<file path="src/rtl/lcd_sync_pkg.sv">
package lcd_sync_pkg;

   localparam int NUM_REGS     = 10;
   localparam int RI_CTRL      = 0;
   localparam int RI_VTOTAL    = 1;
   localparam int RI_VSW       = 2;
   localparam int RI_HTOTAL    = 3;
   localparam int RI_HSW       = 4;
   localparam int RI_HWAIT     = 5;
   localparam int RI_VWAIT     = 6;
   localparam int RI_HACT      = 7;
   localparam int RI_VACT      = 8;
   localparam int RI_NEXT_BASE = 9;

   localparam int CB_RUN      = 0;
   localparam int CB_SYNC_EN  = 1;
   localparam int CB_HS_HIGH  = 2;
   localparam int CB_VS_HIGH  = 3;
   localparam int CB_DE_HIGH  = 4;
   localparam int CB_CLK_FALL = 5;

   typedef enum logic [1:0] {
      OP_WRITE = 2'd0,
      OP_SET   = 2'd1,
      OP_CLEAR = 2'd2,
      OP_NONE  = 2'd3
   } reg_op_e;

   typedef struct packed {
      logic hs;
      logic vs;
      logic de;
   } pol_t;

endpackage

</file>
<file path="src/rtl/lcd_sync_regs.sv">
module lcd_sync_regs
   import lcd_sync_pkg::*;
#(
   parameter int ADDR_W = 8,
   parameter int DATA_W = 32
) (
   input  logic                             clk,
   input  logic                             rst_n,
   input  logic                             we,
   input  logic [ADDR_W-1:0]                addr,
   input  logic [DATA_W-1:0]                wdata,
   output logic [NUM_REGS-1:0][DATA_W-1:0]  regs_q
);
   localparam int IDX_W = ADDR_W - 4;

   if (IDX_W < 1 || (2 ** IDX_W) < NUM_REGS) begin : g_bad_addr
      $error("lcd_sync_regs: ADDR_W too small for the register set");
   end

   logic [IDX_W-1:0] sel;
   reg_op_e          op;
   logic             aligned;

   assign sel     = addr[ADDR_W-1:4];
   assign op      = reg_op_e'(addr[3:2]);
   assign aligned = (addr[1:0] == 2'b00);

   for (genvar i = 0; i < NUM_REGS; i++) begin : g_reg
      logic hit;
      assign hit = we && aligned && (sel == IDX_W'(i));
      always_ff @(posedge clk) begin
         if (!rst_n) begin
            regs_q[i] <= '0;
         end else if (hit) begin
            case (op)
               OP_WRITE: regs_q[i] <= wdata;
               OP_SET:   regs_q[i] <= regs_q[i] | wdata;
               OP_CLEAR: regs_q[i] <= regs_q[i] & ~wdata;
               default:  regs_q[i] <= regs_q[i];
            endcase
         end
      end

      // an ignored action (op 3) or a misaligned address leaves the register alone
      p_ignored_r1: assert property (@(posedge clk) disable iff (!rst_n)
         (we && (sel == IDX_W'(i)) && (!aligned || op == OP_NONE)) |=> $stable(regs_q[i]));
   end

endmodule

</file>
<file path="src/rtl/lcd_sync_count.sv">
module lcd_sync_count #(
   parameter int H_W = 18,
   parameter int V_W = 16
) (
   input  logic           clk,
   input  logic           rst_n,
   input  logic           run,
   input  logic [H_W-1:0] h_total,
   input  logic [V_W-1:0] v_total,
   output logic [H_W-1:0] h,
   output logic [V_W-1:0] v,
   output logic           frame_start
);
   logic h_wrap;
   logic v_wrap;

   // Wrap when the next index would reach the total; totals of 0 or 1 hold at 0.
   assign h_wrap      = ({1'b0, h} + 1'b1) >= {1'b0, h_total};
   assign v_wrap      = ({1'b0, v} + 1'b1) >= {1'b0, v_total};
   assign frame_start = run && (h == '0) && (v == '0);

   always_ff @(posedge clk) begin
      if (!rst_n || !run) begin
         h <= '0;
         v <= '0;
      end else if (h_wrap) begin
         h <= '0;
         v <= v_wrap ? '0 : v + 1'b1;
      end else begin
         h <= h + 1'b1;
      end
   end

   // while running, the pixel index only steps by one or restarts at zero
   p_h_step_r2: assert property (@(posedge clk) disable iff (!rst_n)
      (run && $past(run)) |-> ((h == H_W'($past(h) + 1'b1)) || (h == '0)));

   // the line index can only move on a cycle where the pixel index restarts
   p_v_hold_r3: assert property (@(posedge clk) disable iff (!rst_n)
      (h != '0) |-> $stable(v));

endmodule

</file>
<file path="src/rtl/lcd_sync_out.sv">
module lcd_sync_out
   import lcd_sync_pkg::*;
#(
   parameter int H_W     = 18,
   parameter int V_W     = 16,
   parameter int HSW_W   = 14,
   parameter int VSW_W   = 18,
   parameter int HWAIT_W = 12,
   parameter int VWAIT_W = 16,
   parameter bit OUT_PIPE = 1'b1
) (
   input  logic               clk,
   input  logic               rst_n,
   input  logic               run,
   input  logic               sync_en,
   input  pol_t               pol,
   input  logic [H_W-1:0]     h,
   input  logic [V_W-1:0]     v,
   input  logic [HSW_W-1:0]   hsw,
   input  logic [VSW_W-1:0]   vsw,
   input  logic [HWAIT_W-1:0] hwait,
   input  logic [VWAIT_W-1:0] vwait,
   input  logic [H_W-1:0]     hact,
   input  logic [V_W-1:0]     vact,
   output logic               hs_o,
   output logic               vs_o,
   output logic               de_o,
   output logic               first_o
);
   localparam int HX = H_W + 1;
   localparam int VX = ((VSW_W > V_W) ? VSW_W : V_W) + 1;

   if (HSW_W > H_W || HWAIT_W > H_W) begin : g_bad_h
      $error("lcd_sync_out: horizontal fields wider than the pixel counter");
   end
   if (VWAIT_W > V_W) begin : g_bad_v
      $error("lcd_sync_out: vertical wait wider than the line counter");
   end

   logic [HX-1:0] hx, hde_end;
   logic [VX-1:0] vx, vde_end;
   logic          hs_act, vs_act, de_act, first_act, drive;
   logic          hs_n, vs_n, de_n, first_n;

   assign hx      = HX'(h);
   assign vx      = VX'(v);
   assign hde_end = HX'(hwait) + HX'(hact);
   assign vde_end = VX'(vwait) + VX'(vact);

   assign hs_act    = hx < HX'(hsw);
   assign vs_act    = vx < VX'(vsw);
   assign de_act    = (hx >= HX'(hwait)) && (hx < hde_end) &&
                      (vx >= VX'(vwait)) && (vx < vde_end);
   assign first_act = de_act && (hx == HX'(hwait)) && (vx == VX'(vwait));
   assign drive     = run && sync_en;

   assign hs_n    = (drive && hs_act) ? pol.hs : !pol.hs;
   assign vs_n    = (drive && vs_act) ? pol.vs : !pol.vs;
   assign de_n    = (drive && de_act) ? pol.de : !pol.de;
   assign first_n = drive && first_act;

   if (OUT_PIPE) begin : g_pipe
      always_ff @(posedge clk) begin
         if (!rst_n) begin
            hs_o    <= 1'b1;
            vs_o    <= 1'b1;
            de_o    <= 1'b1;
            first_o <= 1'b0;
         end else begin
            hs_o    <= hs_n;
            vs_o    <= vs_n;
            de_o    <= de_n;
            first_o <= first_n;
         end
      end

      // with the drive gate off, every strobe sits at its inactive level next cycle
      p_quiet_r6: assert property (@(posedge clk) disable iff (!rst_n)
         !(run && sync_en) |=> ((hs_o == !$past(pol.hs)) && (vs_o == !$past(pol.vs)) &&
                                (de_o == !$past(pol.de)) && !first_o));

      // the first-pixel pulse always coincides with an active data-enable level
      p_first_de_r9: assert property (@(posedge clk) disable iff (!rst_n)
         first_o |-> (de_o == $past(pol.de)));
   end else begin : g_comb
      assign hs_o    = hs_n;
      assign vs_o    = vs_n;
      assign de_o    = de_n;
      assign first_o = first_n;
   end

endmodule

</file>
<file path="src/rtl/lcd_sync_gen.sv">
module lcd_sync_gen
   import lcd_sync_pkg::*;
#(
   parameter int ADDR_W  = 8,
   parameter int H_W     = 18,
   parameter int V_W     = 16,
   parameter int HSW_W   = 14,
   parameter int VSW_W   = 18,
   parameter int HWAIT_W = 12,
   parameter int VWAIT_W = 16,
   parameter int BASE_W  = 32,
   parameter bit OUT_PIPE = 1'b1
) (
   input  logic              clk,
   input  logic              rst_n,
   input  logic              cfg_we,
   input  logic [ADDR_W-1:0] cfg_addr,
   input  logic [31:0]       cfg_wdata,
   input  logic              drain_empty,
   output logic              hsync,
   output logic              vsync,
   output logic              data_en,
   output logic              first_pixel,
   output logic              run_status,
   output logic              pix_edge_fall,
   output logic [BASE_W-1:0] cur_base
);
   localparam int DATA_W = 32;

   if (H_W > DATA_W || V_W > DATA_W || VSW_W > DATA_W || BASE_W > DATA_W) begin : g_bad_w
      $error("lcd_sync_gen: a field is wider than a register word");
   end

   logic [NUM_REGS-1:0][DATA_W-1:0] regs_q;
   logic [DATA_W-1:0]               ctrl;
   logic                            run_q;
   logic [H_W-1:0]                  h;
   logic [V_W-1:0]                  v;
   logic                            frame_start;
   pol_t                            pol;
   logic                            unused_regs;

   lcd_sync_regs #(.ADDR_W(ADDR_W), .DATA_W(DATA_W)) u_regs (
      .clk    (clk),
      .rst_n  (rst_n),
      .we     (cfg_we),
      .addr   (cfg_addr),
      .wdata  (cfg_wdata),
      .regs_q (regs_q)
   );

   assign ctrl          = regs_q[RI_CTRL];
   assign pol.hs        = ctrl[CB_HS_HIGH];
   assign pol.vs        = ctrl[CB_VS_HIGH];
   assign pol.de        = ctrl[CB_DE_HIGH];
   assign pix_edge_fall = ctrl[CB_CLK_FALL];
   assign unused_regs   = ^regs_q;

   always_ff @(posedge clk) begin
      if (!rst_n)               run_q <= 1'b0;
      else if (ctrl[CB_RUN])    run_q <= 1'b1;
      else if (drain_empty)     run_q <= 1'b0;
   end
   assign run_status = run_q;

   lcd_sync_count #(.H_W(H_W), .V_W(V_W)) u_count (
      .clk         (clk),
      .rst_n       (rst_n),
      .run         (run_q),
      .h_total     (regs_q[RI_HTOTAL][H_W-1:0]),
      .v_total     (regs_q[RI_VTOTAL][V_W-1:0]),
      .h           (h),
      .v           (v),
      .frame_start (frame_start)
   );

   lcd_sync_out #(
      .H_W(H_W), .V_W(V_W), .HSW_W(HSW_W), .VSW_W(VSW_W),
      .HWAIT_W(HWAIT_W), .VWAIT_W(VWAIT_W), .OUT_PIPE(OUT_PIPE)
   ) u_out (
      .clk     (clk),
      .rst_n   (rst_n),
      .run     (run_q),
      .sync_en (ctrl[CB_SYNC_EN]),
      .pol     (pol),
      .h       (h),
      .v       (v),
      .hsw     (regs_q[RI_HSW][HSW_W-1:0]),
      .vsw     (regs_q[RI_VSW][VSW_W-1:0]),
      .hwait   (regs_q[RI_HWAIT][HWAIT_W-1:0]),
      .vwait   (regs_q[RI_VWAIT][VWAIT_W-1:0]),
      .hact    (regs_q[RI_HACT][H_W-1:0]),
      .vact    (regs_q[RI_VACT][V_W-1:0]),
      .hs_o    (hsync),
      .vs_o    (vsync),
      .de_o    (data_en),
      .first_o (first_pixel)
   );

   always_ff @(posedge clk) begin
      if (!rst_n)           cur_base <= '0;
      else if (frame_start) cur_base <= regs_q[RI_NEXT_BASE][BASE_W-1:0];
   end

   // the base in use moves only on a frame-start cycle
   p_swap_r7: assert property (@(posedge clk) disable iff (!rst_n)
      !$stable(cur_base) |-> $past(frame_start));

   // run status drops only once run is clear and the pending data has drained
   p_fall_drain_r8: assert property (@(posedge clk) disable iff (!rst_n)
      $fell(run_q) |-> ($past(drain_empty) && !$past(ctrl[CB_RUN])));

   // run status rises only after the run bit was set
   p_rise_run_r8: assert property (@(posedge clk) disable iff (!rst_n)
      $rose(run_q) |-> $past(ctrl[CB_RUN]));

endmodule

</file>
<file path="config.mk">
export PLATFORM = sky130hd
export DESIGN_NAME = lcd_sync_gen
export DESIGN_NICKNAME = d
export VERILOG_FILES = /design/src/rtl/lcd_sync_pkg.sv /design/src/rtl/lcd_sync_regs.sv /design/src/rtl/lcd_sync_count.sv /design/src/rtl/lcd_sync_out.sv /design/src/rtl/lcd_sync_gen.sv
export SDC_FILE = /design/constraint.sdc
export NUM_CORES = 1
export LEC_CHECK = 0
export CAP_MARGIN = 30
export CORE_MARGIN = 1.5
export CORE_UTILIZATION = 30
export DETAILED_ROUTE_END_ITERATION = 10
export DONT_BUFFER_PORTS = 1
export GPL_TIMING_DRIVEN = 0
export MAX_ROUTING_LAYER = met4
export PLACE_DENSITY_LB_ADDON = 0.25
export SYNTH_ARGS = -nofsm -noshare
export SYNTH_HDL_FRONTEND = slang
export SYNTH_SLANG_ARGS = --single-unit
</file>
<file path="constraint.sdc">
create_clock -name clk -period 4.85 [get_ports clk]
set_clock_uncertainty 0.2 [all_clocks]
set_input_delay 1.455 -clock clk [delete_from_list [all_inputs] [get_ports clk]]
set_output_delay 1.455 -clock clk [all_outputs]
set_load 0.02 [all_outputs]
</file>
# After elaboration in Yosys (flattened, before gate mapping)
# Index checks and enable logic that the tools add are counted.
# word_totals
ff_bits	391
latchBits	0
ramBits	0
rom_bits	0
word_cells	129
n_memories	0
# classes
add_sub_neg	6
mul	0
div_mod_pow	0
n_lt_le_gt_ge	8
n_eq_ne	13
shifts	0
n_mux	16
n_bitwise	21
n_reduce_logical	47
# op_table
operator	n
32-bit case mux with 3 select lines	10
32-bit AND	10
32-bit OR	10
32-bit inverter	1
1-bit logical AND	23
2-bit AND reduction	10
12-bit by 18-bit adder with 19-bit output	1
18-bit by 1-bit adder with 19-bit output, second input constant	1
19-bit by 18-bit greater-or-equal comparator with 1-bit output	1
16-bit by 19-bit < comparator with 1-bit output	1
18-bit by 19-bit < comparator with 1-bit output	1
18-bit by 1-bit adder with 18-bit output, second input constant	1
18-bit by 12-bit equality test with 1-bit output	1
18-bit by 12-bit greater-or-equal comparator with 1-bit output	1
18-bit logical NOT	1
16-bit by 18-bit < comparator with 1-bit output	1
18-bit by 14-bit < comparator with 1-bit output	1
16-bit by 1-bit adder with 17-bit output, second input constant	1
16-bit by 16-bit adder with 17-bit output	1
17-bit by 16-bit greater-or-equal comparator with 1-bit output	1
16-bit by 1-bit adder with 16-bit output, second input constant	1
16-bit equality test	1
4-bit by 3-bit equality test with 1-bit output, second input constant	4
16-bit greater-or-equal comparator	1
15 further kinds	26

# Depth between registers and ports, before layout
# Gate-level depths: netlist of run 1.
# depth
depth_word	8
ltp_mapped	19

# Cells and area by module
# From an unflattened synthesis of run 1, not the netlist that was laid out.
# unflattened
hier_cells	2513
hier_area_um2	20626.0
# by_module_without_submodules
mod	instances	cells_per_inst	area_per_inst_um2
lcd_sync_regs	1	1630	13151.4
lcd_sync_out	1	460	3517.1
lcd_sync_count	1	317	2680.1
lcd_sync_gen	1	106	1277.5

# Worst setup path after synthesis of run 1
# Ideal clock, no wire load.
# synth_timing
kind	flip-flop to flip-flop
from	register u_regs.regs_q[160] in the netlist's numbering
to	register u_out.de_o
t_arrival_ns	3.501
required_ns	4.524
slack_ns	1.023
stages_incl_launch_ff	18
n_path_buf	0
synth_period_minus_slack_ns	3.827
cell_sequence	dfxtp_1 > ha_1 > fa_1 > a211oi_1 > o21ai_0 > a31oi_1 > o21bai_1 > a21oi_1 > xor2_1 > ha_1 > and3_1 > o31ai_1 > nor4_1 > nor3_1 > or4_1 > o311ai_2 > xnor2_1 > nand2_1
# synth_via
elab_chain_len	7
elab_cells_between_ends	8
classes_between	add/sub: 1; order compare: 2; mux: 1; reduce/logical: 4
# synth_lines
item	line	rtl
from (decl)	lcd_sync_regs.sv:12	output logic [NUM_REGS-1:0][DATA_W-1:0] regs_q
from (signal, indexed assignment)	lcd_sync_regs.sv:36	OP_WRITE: regs_q[i] <= wdata;
from (signal, indexed assignment)	lcd_sync_regs.sv:37	OP_SET: regs_q[i] <= regs_q[i] | wdata;
from (signal, indexed assignment)	lcd_sync_regs.sv:38	OP_CLEAR: regs_q[i] <= regs_q[i] & ~wdata;
12-bit by 18-bit adder with 19-bit output	lcd_sync_out.sv:47	assign hde_end = HX'(hwait) + HX'(hact);
18-bit by 19-bit < comparator with 1-bit output	lcd_sync_out.sv:52	assign de_act = (hx >= HX'(hwait)) && (hx < hde_end) &&
1-bit logical AND * (2 in a row)	lcd_sync_out.sv:52	
1-bit logical AND *	lcd_sync_out.sv:53	(vx >= VX'(vwait)) && (vx < vde_end);
1-bit logical AND *	lcd_sync_out.sv:59	assign de_n = (drive && de_act) ? pol.de : !pol.de;
1-bit two-way mux *	lcd_sync_out.sv:59	
to (signal assigned)	lcd_sync_out.sv:72	de_o <= de_n;
to (decl)	lcd_sync_out.sv:27	output logic de_o,
# Mark *: on every way between the ends. The rest lies on a longest branch, timed or not.
# A chain may end at the register's enable or synchronous reset.

# Worst setup path after layout of run 1
# layout_timing
from	register u_regs.regs_q[192] in the netlist's numbering
to	register u_out.de_o
# layout_via
elab_chain_len	5
elab_cells_between_ends	7
classes_between	add/sub: 1; order compare: 2; mux: 1; reduce/logical: 3
# layout_lines
item	line
16-bit by 16-bit adder with 17-bit output or 16-bit greater-or-equal comparator (tied branches)	lcd_sync_out.sv:48, lcd_sync_out.sv:53
16-bit by 19-bit < comparator with 1-bit output or 1-bit logical AND (tied branches)	lcd_sync_out.sv:53, lcd_sync_out.sv:52
1-bit logical AND *	lcd_sync_out.sv:53
1-bit logical AND *	lcd_sync_out.sv:59
1-bit two-way mux *	lcd_sync_out.sv:59
# Marked as above.

==> results.sh, run 1 <==
export IMPL_die_y_um=219
export IMPL_grt_max_degree=14
export IMPL_synth_cell_types=55
export IMPL_drt_iter0_markers=1133
export IMPL_synth_area_per_cell_um2=7.72
export IMPL_wl_per_cell_um=20.5
export IMPL_globalplace_congestion=0.891
export IMPL_final_period_utilization_pct=95.4
export IMPL_drive_gt1_share_pct=4.65
export IMPL_ctsHoldBuffers=0
export IMPL_register_area_mm2=0.00475
export IMPL_critPathLaunchType="flip-flop"
export IMPL_drv_cap=0
export IMPL_ys_warn_count=0
export IMPL_final_cells=2471
export IMPL_crit_arrival_ns=4.85
export IMPL_numCtsBuffers=28
export IMPL_synth_edff_count=0
export IMPL_viasPerCell=5.39
export IMPL_p_per_area_mw_per_mm2=275
export IMPL_syn_num_nets=2009
export IMPL_power_leakage_nw=6.02
export IMPL_fp_row_count=78
export IMPL_fmax_mhz=216
export IMPL_clkLatencyLatePin_ns=0.56
export IMPL_final_common_cell="dfxtp_1"
export IMPL_required_ns=5.07
export IMPL_clockBufferDepth=3
export IMPL_timing_final_setup_violations=0
export IMPL_cts_max_level=1
export IMPL_post_place_ws_ns=-0.105
export IMPL_grt_pass1_wl_um=77300
export IMPL_min_period_ns=4.63
export IMPL_final_antenna_net_count=0
export IMPL_final_hold_violation_count=0
export IMPL_max_slew_margin_rel_pct=27.8
export IMPL_cts_root_buf="clkbuf_16"
export IMPL_grt_overflow=0
export IMPL_firstDrtPassIters=5
export IMPL_cts_tree="built"
export IMPL_clkTransAtPathRegs_ns=0.06
export IMPL_critPathMaxFanout=4
export IMPL_dieWidth_um=219
export IMPL_ys_ff_latch=237
export IMPL_slew_violations=0
export IMPL_worst_slack_ns=0.225
export IMPL_synth_ff_type="dfxtp_1"
export IMPL_critPathKind="reg2reg"
export IMPL_grt_pass1_vias=12913
export IMPL_dpl_cell_count=2422
export IMPL_synth_top_cell_area_share_pct=34.0
export IMPL_antenna_found_initial=1
export IMPL_worst_slew_pin_transition_ns=1.08
export IMPL_crit_path_end_kind="flip-flop"
export IMPL_multi_input_area_mm2=0.00840
export IMPL_layout_common_cells="dfxtp_1, nor2_1, a21oi_1"
export IMPL_yosysTopAreaCell="dfxtp_1"
export IMPL_cts_sinks=237
export IMPL_core_mm2=0.0456
export IMPL_grt_total_usage_pct=21.8
export IMPL_hpwl_um=37700
export IMPL_vdd_ir_drop_max_v=0.000266
export IMPL_finalWirelength_um=50700
export IMPL_syn_inst=1806
export IMPL_area_growth_pct=13.3
export IMPL_antenna_cells=0
export IMPL_synth_seq_area_share_pct=34.0
export IMPL_design_die_area_mm2=0.0478
export IMPL_fill_cells=4862
export IMPL_syn_area_mm2=0.0139
export IMPL_drc_errors=0
export IMPL_rsz0062_at_grt="no"
export IMPL_final_nets=2055
export IMPL_io_buffers=0
export IMPL_status="finished clean"
export IMPL_io_pins=82
export IMPL_hp_class="reg2reg"
export IMPL_via_count=13329
export IMPL_start_util_pct=30.6
export IMPL_synth_area_leaders="dfxtp_1, ha_1, a21oi_1"
export IMPL_async_flop_share_pct=0
## path summary, 6_finish.rpt
check	start	end	depth (start not counted)	slack [ns]
worst max-delay path	u_regs.regs_q[192]	u_out.de_o	18	0.22
worst min-delay path	u_regs.regs_q[318]	cur_base[30]	2	0.26
worst max register to register	u_regs.regs_q[192]	u_out.de_o	18	0.22
worst min register to register	u_regs.regs_q[318]	cur_base[30]	2	0.26
## registers in the layout (all words and copies together) (netlist names)
name	flops
u_count.v	16
u_out.vs_o	1
u_count.h	18
u_out.hs_o	1
cur_base	32
u_regs.regs_q	166
run_status	1
u_out.de_o	1
u_out.first_o	1
## cell families after synthesis
logic type / synth area share [%]
AOI/OAI and AO/OA: 25.0
and+or+nand+nor: 16.9
DFF: 34.0
buffers and inverters: 6.18
adders and majority gates: 14.4
xor gates and xnor gates: 3.52
## layout make-up
cell class                 instances  share of cell area (%)
clock buffer                      40                    5.11
clock inverter                     9                   0.349
multi-input combinational       1340                    53.2
buffer                            88                    2.13
sequential                       237                    30.0
inverter                         140                    3.33
tap                              600                    4.75
timing repair buffer              17                    1.12
## through the flow
| step | instance area, um^2 | hold WS (ns) | power [mW] | TNS (ns) | utilization [%] |
|---|---|---|---|---|---|
| CTS | 15800 | 0.263 | 4.36 | 0 | 34.6 |
| finish | 15800 | 0.260 | 4.35 | 0 | 34.7 |
| floorplan | 13900 | 0.235 | 2.17 | 0 | - |
| global route | 15800 | 0.286 | 4.46 | 0 | 34.7 |
| detailed placement | 14900 | 0.250 | 2.36 | -0.269 | 32.7 |
| global placement | 14700 | 0.249 | 2.33 | -0.170 | 32.2 |
## repair_timing
action,in CTS,in global routing
setup buffers,0,1
endpoints found under the setup margin,11,29
gates resized for setup,3,12
cloned,0,0
pin swaps,1,2
hold endpoints to repair,0,0
## cells in the mapped netlist (5+ instances only)
master and count:
xnor2_1 30, o21a_1 9, a211oi_1 43, a21oi_1 236
a21boi_1 8, dfxtp_1 237, nand2b_1 12, nand2_1 118
ha_1 157, a21boi_0 25, nor2_1 227, nor4_1 8
inv_1 140, nor3_1 23, nor2b_1 12, and3_1 11
clkbuf_1 84, a31oi_1 11, a2111oi_0 9, o211ai_1 12
and2_1 21, xor2_1 26, o21ai_0 209, a22o_1 5
nand3_1 31, and4_1 5, nand4_1 23, a21o_1 20
## critical path, cell delays in order, from the launching register on
cell and delay (ns):
dfxtp_1 0.34, ha_1 0.25, inv_1 0.08, fa_1 0.22
nor2b_1 0.07, o31ai_1 0.51, a31oi_2 0.25, a211oi_2 0.36
a211oi_1 0.15, a21oi_1 0.22, xor2_1 0.10, ha_1 0.30
and4_1 0.25, o2111ai_1 0.13, a21oi_1 0.14, o21ai_0 0.15
o311ai_2 0.40, xnor2_1 0.26, nand2_1 0.12
## per-layer routing
layer | share of wire [%] | GRT usage [%]
met5 | 0 | -
met4 | 3.7 | 7.61
met3 | 7.2 | 3.52
met2 | 44 | 33.7
met1 | 45 | 28.5
## report_power, final
part	switching, mW	internal (mW)	total [mW]	leakage (nW)
Combinational	0.286	0.0903	0.376	3.68
Sequential	0.00338	1.95	1.95	1.91
Clock	0.863	1.15	2.01	0.432
Total	1.15	3.19	4.35	6.02
No activity file was read; power rests on OpenSTA's default activity.
==> inputs of run 2 (changes only) <==
Settings changed: CAP_MARGIN 30 to 20, MAX_ROUTING_LAYER met4 to default, SETUP_SLACK_MARGIN from default to 0.15.
==> results.sh, run 2 (synthesis gave the netlist of run 1 again) <==
export IMPL_area_growth_pct=14.1
export IMPL_antenna_cells=0
export IMPL_timing_final_setup_violations=0
export IMPL_grt_pass1_vias=12786
export IMPL_drive_gt1_share_pct=5.35
export IMPL_drv_cap=0
export IMPL_largest_register_ffs=166
export IMPL_io_pins=82
export IMPL_clkPwrFrac_pct=49.7
export IMPL_rsz0062_at_grt="yes"
export IMPL_drc_errors=0
export IMPL_clkTransAtPathRegs_ns=0.06
export IMPL_fill_cells=4825
export IMPL_reg_top3="u_regs.regs_q: 166 flops, cur_base: 32 flops, u_count.h: 18 flops"
export IMPL_worst_slew_pin_transition_ns=1.21
export IMPL_drt_iter0_markers=919
export IMPL_combPwrFrac_pct=7.9
export IMPL_clockBufferDepth=3
export IMPL_p_int_mw=3.42
export IMPL_clkLatencyLatePin_ns=0.57
export IMPL_fin_tns_setup_ns=0
export IMPL_viasPerCell=5.40
export IMPL_required_ns=5.09
export IMPL_dpl_cell_count=2413
export IMPL_numCtsBuffers=29
export IMPL_grt_overflow=0
export IMPL_final_nets=2051
export IMPL_vdd_ir_drop_max_v=0.000271
export IMPL_antenna_found_initial=1
export IMPL_wl_per_cell_um=20.5
export IMPL_crit_path_end_kind="flip-flop"
export IMPL_multi_input_area_mm2=0.00844
export IMPL_p_per_area_mw_per_mm2=289
export IMPL_cts_root_buf="clkbuf_16"
export IMPL_grt_total_usage_pct=21.0
export IMPL_layout_common_cells="dfxtp_1, nor2_1, a21oi_1"
export IMPL_via_count=13323
export IMPL_p_seq_share_pct=42.4
export IMPL_max_slew_margin_rel_pct=19.4
export IMPL_status="finished clean"
export IMPL_slew_violations=0
export IMPL_die_y_um=219
export IMPL_crit_arrival_ns=4.85
export IMPL_grt_pass1_wl_um=76600
export IMPL_critPathMaxFanout=4
export IMPL_hpwl_um=36900
export IMPL_final_antenna_net_count=0
export IMPL_p_sw_mw=1.19
export IMPL_cts_sinks=237
export IMPL_fmax_mhz=217
export IMPL_design_die_area_mm2=0.0478
export IMPL_hp_class="reg2reg"
export IMPL_post_place_ws_ns=-0.0707
export IMPL_fp_row_count=78
export IMPL_start_util_pct=30.6
export IMPL_dieWidth_um=219
export IMPL_power_leakage_nw=6.05
export IMPL_globalplace_congestion=0.876
export IMPL_io_buffers=0
export IMPL_final_hold_violation_count=0
export IMPL_critPathKind="reg2reg"
export IMPL_final_cells=2469
export IMPL_final_common_cell="dfxtp_1"
export IMPL_min_period_ns=4.60
export IMPL_fin_total_pwr_mw=4.61
export IMPL_critPathLaunchType="flip-flop"
export IMPL_regMostFlops="u_regs.regs_q"
export IMPL_cts_max_level=1
export IMPL_firstDrtPassIters=5
export IMPL_core_mm2=0.0456
export IMPL_swShare_pct=25.7
export IMPL_register_area_mm2=0.00475
export IMPL_finalWirelength_um=50600
export IMPL_final_period_utilization_pct=94.9
export IMPL_cts_tree="built"
export IMPL_grt_max_degree=15
export IMPL_worst_slack_ns=0.245
[run 2: layout make-up]
type	instances	area share [%]
Tap cell	600	4.72
Timing Repair Buffer	11	0.684
Clock buffer	41	5.41
Inverter	140	3.30
Clock inverter	11	0.904
Multi-Input combinational cell	1340	53.0
Buffer	89	2.15
Sequential cell	237	29.8
[run 2: timing repair]
item	in CTS	in global routing
cloned	0	0
setup buffers	0	4
hold buffers	0	0
resized for setup	4	21
pin swaps	0	9
setup endpoints to repair	22	30
[run 2: through the flow]
stage	hold WS [ns]	area [um^2]	utilization (%)
after global routing	0.279	15900	34.9
after floorplan	0.235	13900	-
after CTS	0.259	15800	34.7
after detailed placement	0.254	14800	32.5
final	0.254	15900	34.9
after global placement	0.249	14700	32.2
[run 2: final timing paths]
| path | startpoint | to | slack, ns | cells after the start |
|---|---|---|---|---|
| setup / recovery | u_regs.regs_q[192] | u_out.de_o | 0.25 | 19 |
| hold reg to reg | u_regs.regs_q[318] | cur_base[30] | 0.25 | 2 |
| setup reg to reg | u_regs.regs_q[192] | u_out.de_o | 0.25 | 19 |
| hold / removal | u_regs.regs_q[318] | cur_base[30] | 0.25 | 2 |
[run 2: power by group through the flow]
stage | logic [mW] | registers [mW] | clock network (mW)
2_1_floorplan | 0.175 | 2.00 | 0
3_3_place_gp | 0.330 | 2.00 | 0
3_5_place_dp | 0.352 | 2.00 | 0
4_1_cts | 0.354 | 1.95 | 2.32
5_1_grt | 0.379 | 1.95 | 2.39
6_report | 0.362 | 1.95 | 2.29
[run 2: worst max-delay path, cell delays in order (launching register included)]
cell,delay [ns]
dfxtp_1,0.38
ha_1,0.22
inv_1,0.07
fa_1,0.41
nor2b_1,0.19
o31ai_2,0.12
a31oi_2,0.27
a211oi_2,0.17
a211oi_1,0.31
a21oi_1,0.14
xor2_1,0.16
ha_1,0.30
and4_1,0.25
o2111ai_1,0.13
a21oi_1,0.20
o21ai_0,0.18
o311ai_2,0.27
buf_4,0.18
xnor2_1,0.20
nand2_1,0.10
[run 2: per-layer routing]
layer	vias up	track usage (%)	routed length, um
met4	0	9.13	2310
met2	479	33.0	21800
met3	106	3.70	3740
met1	6324	28.0	22800
met5	-	0	0
li1	6414	-	-
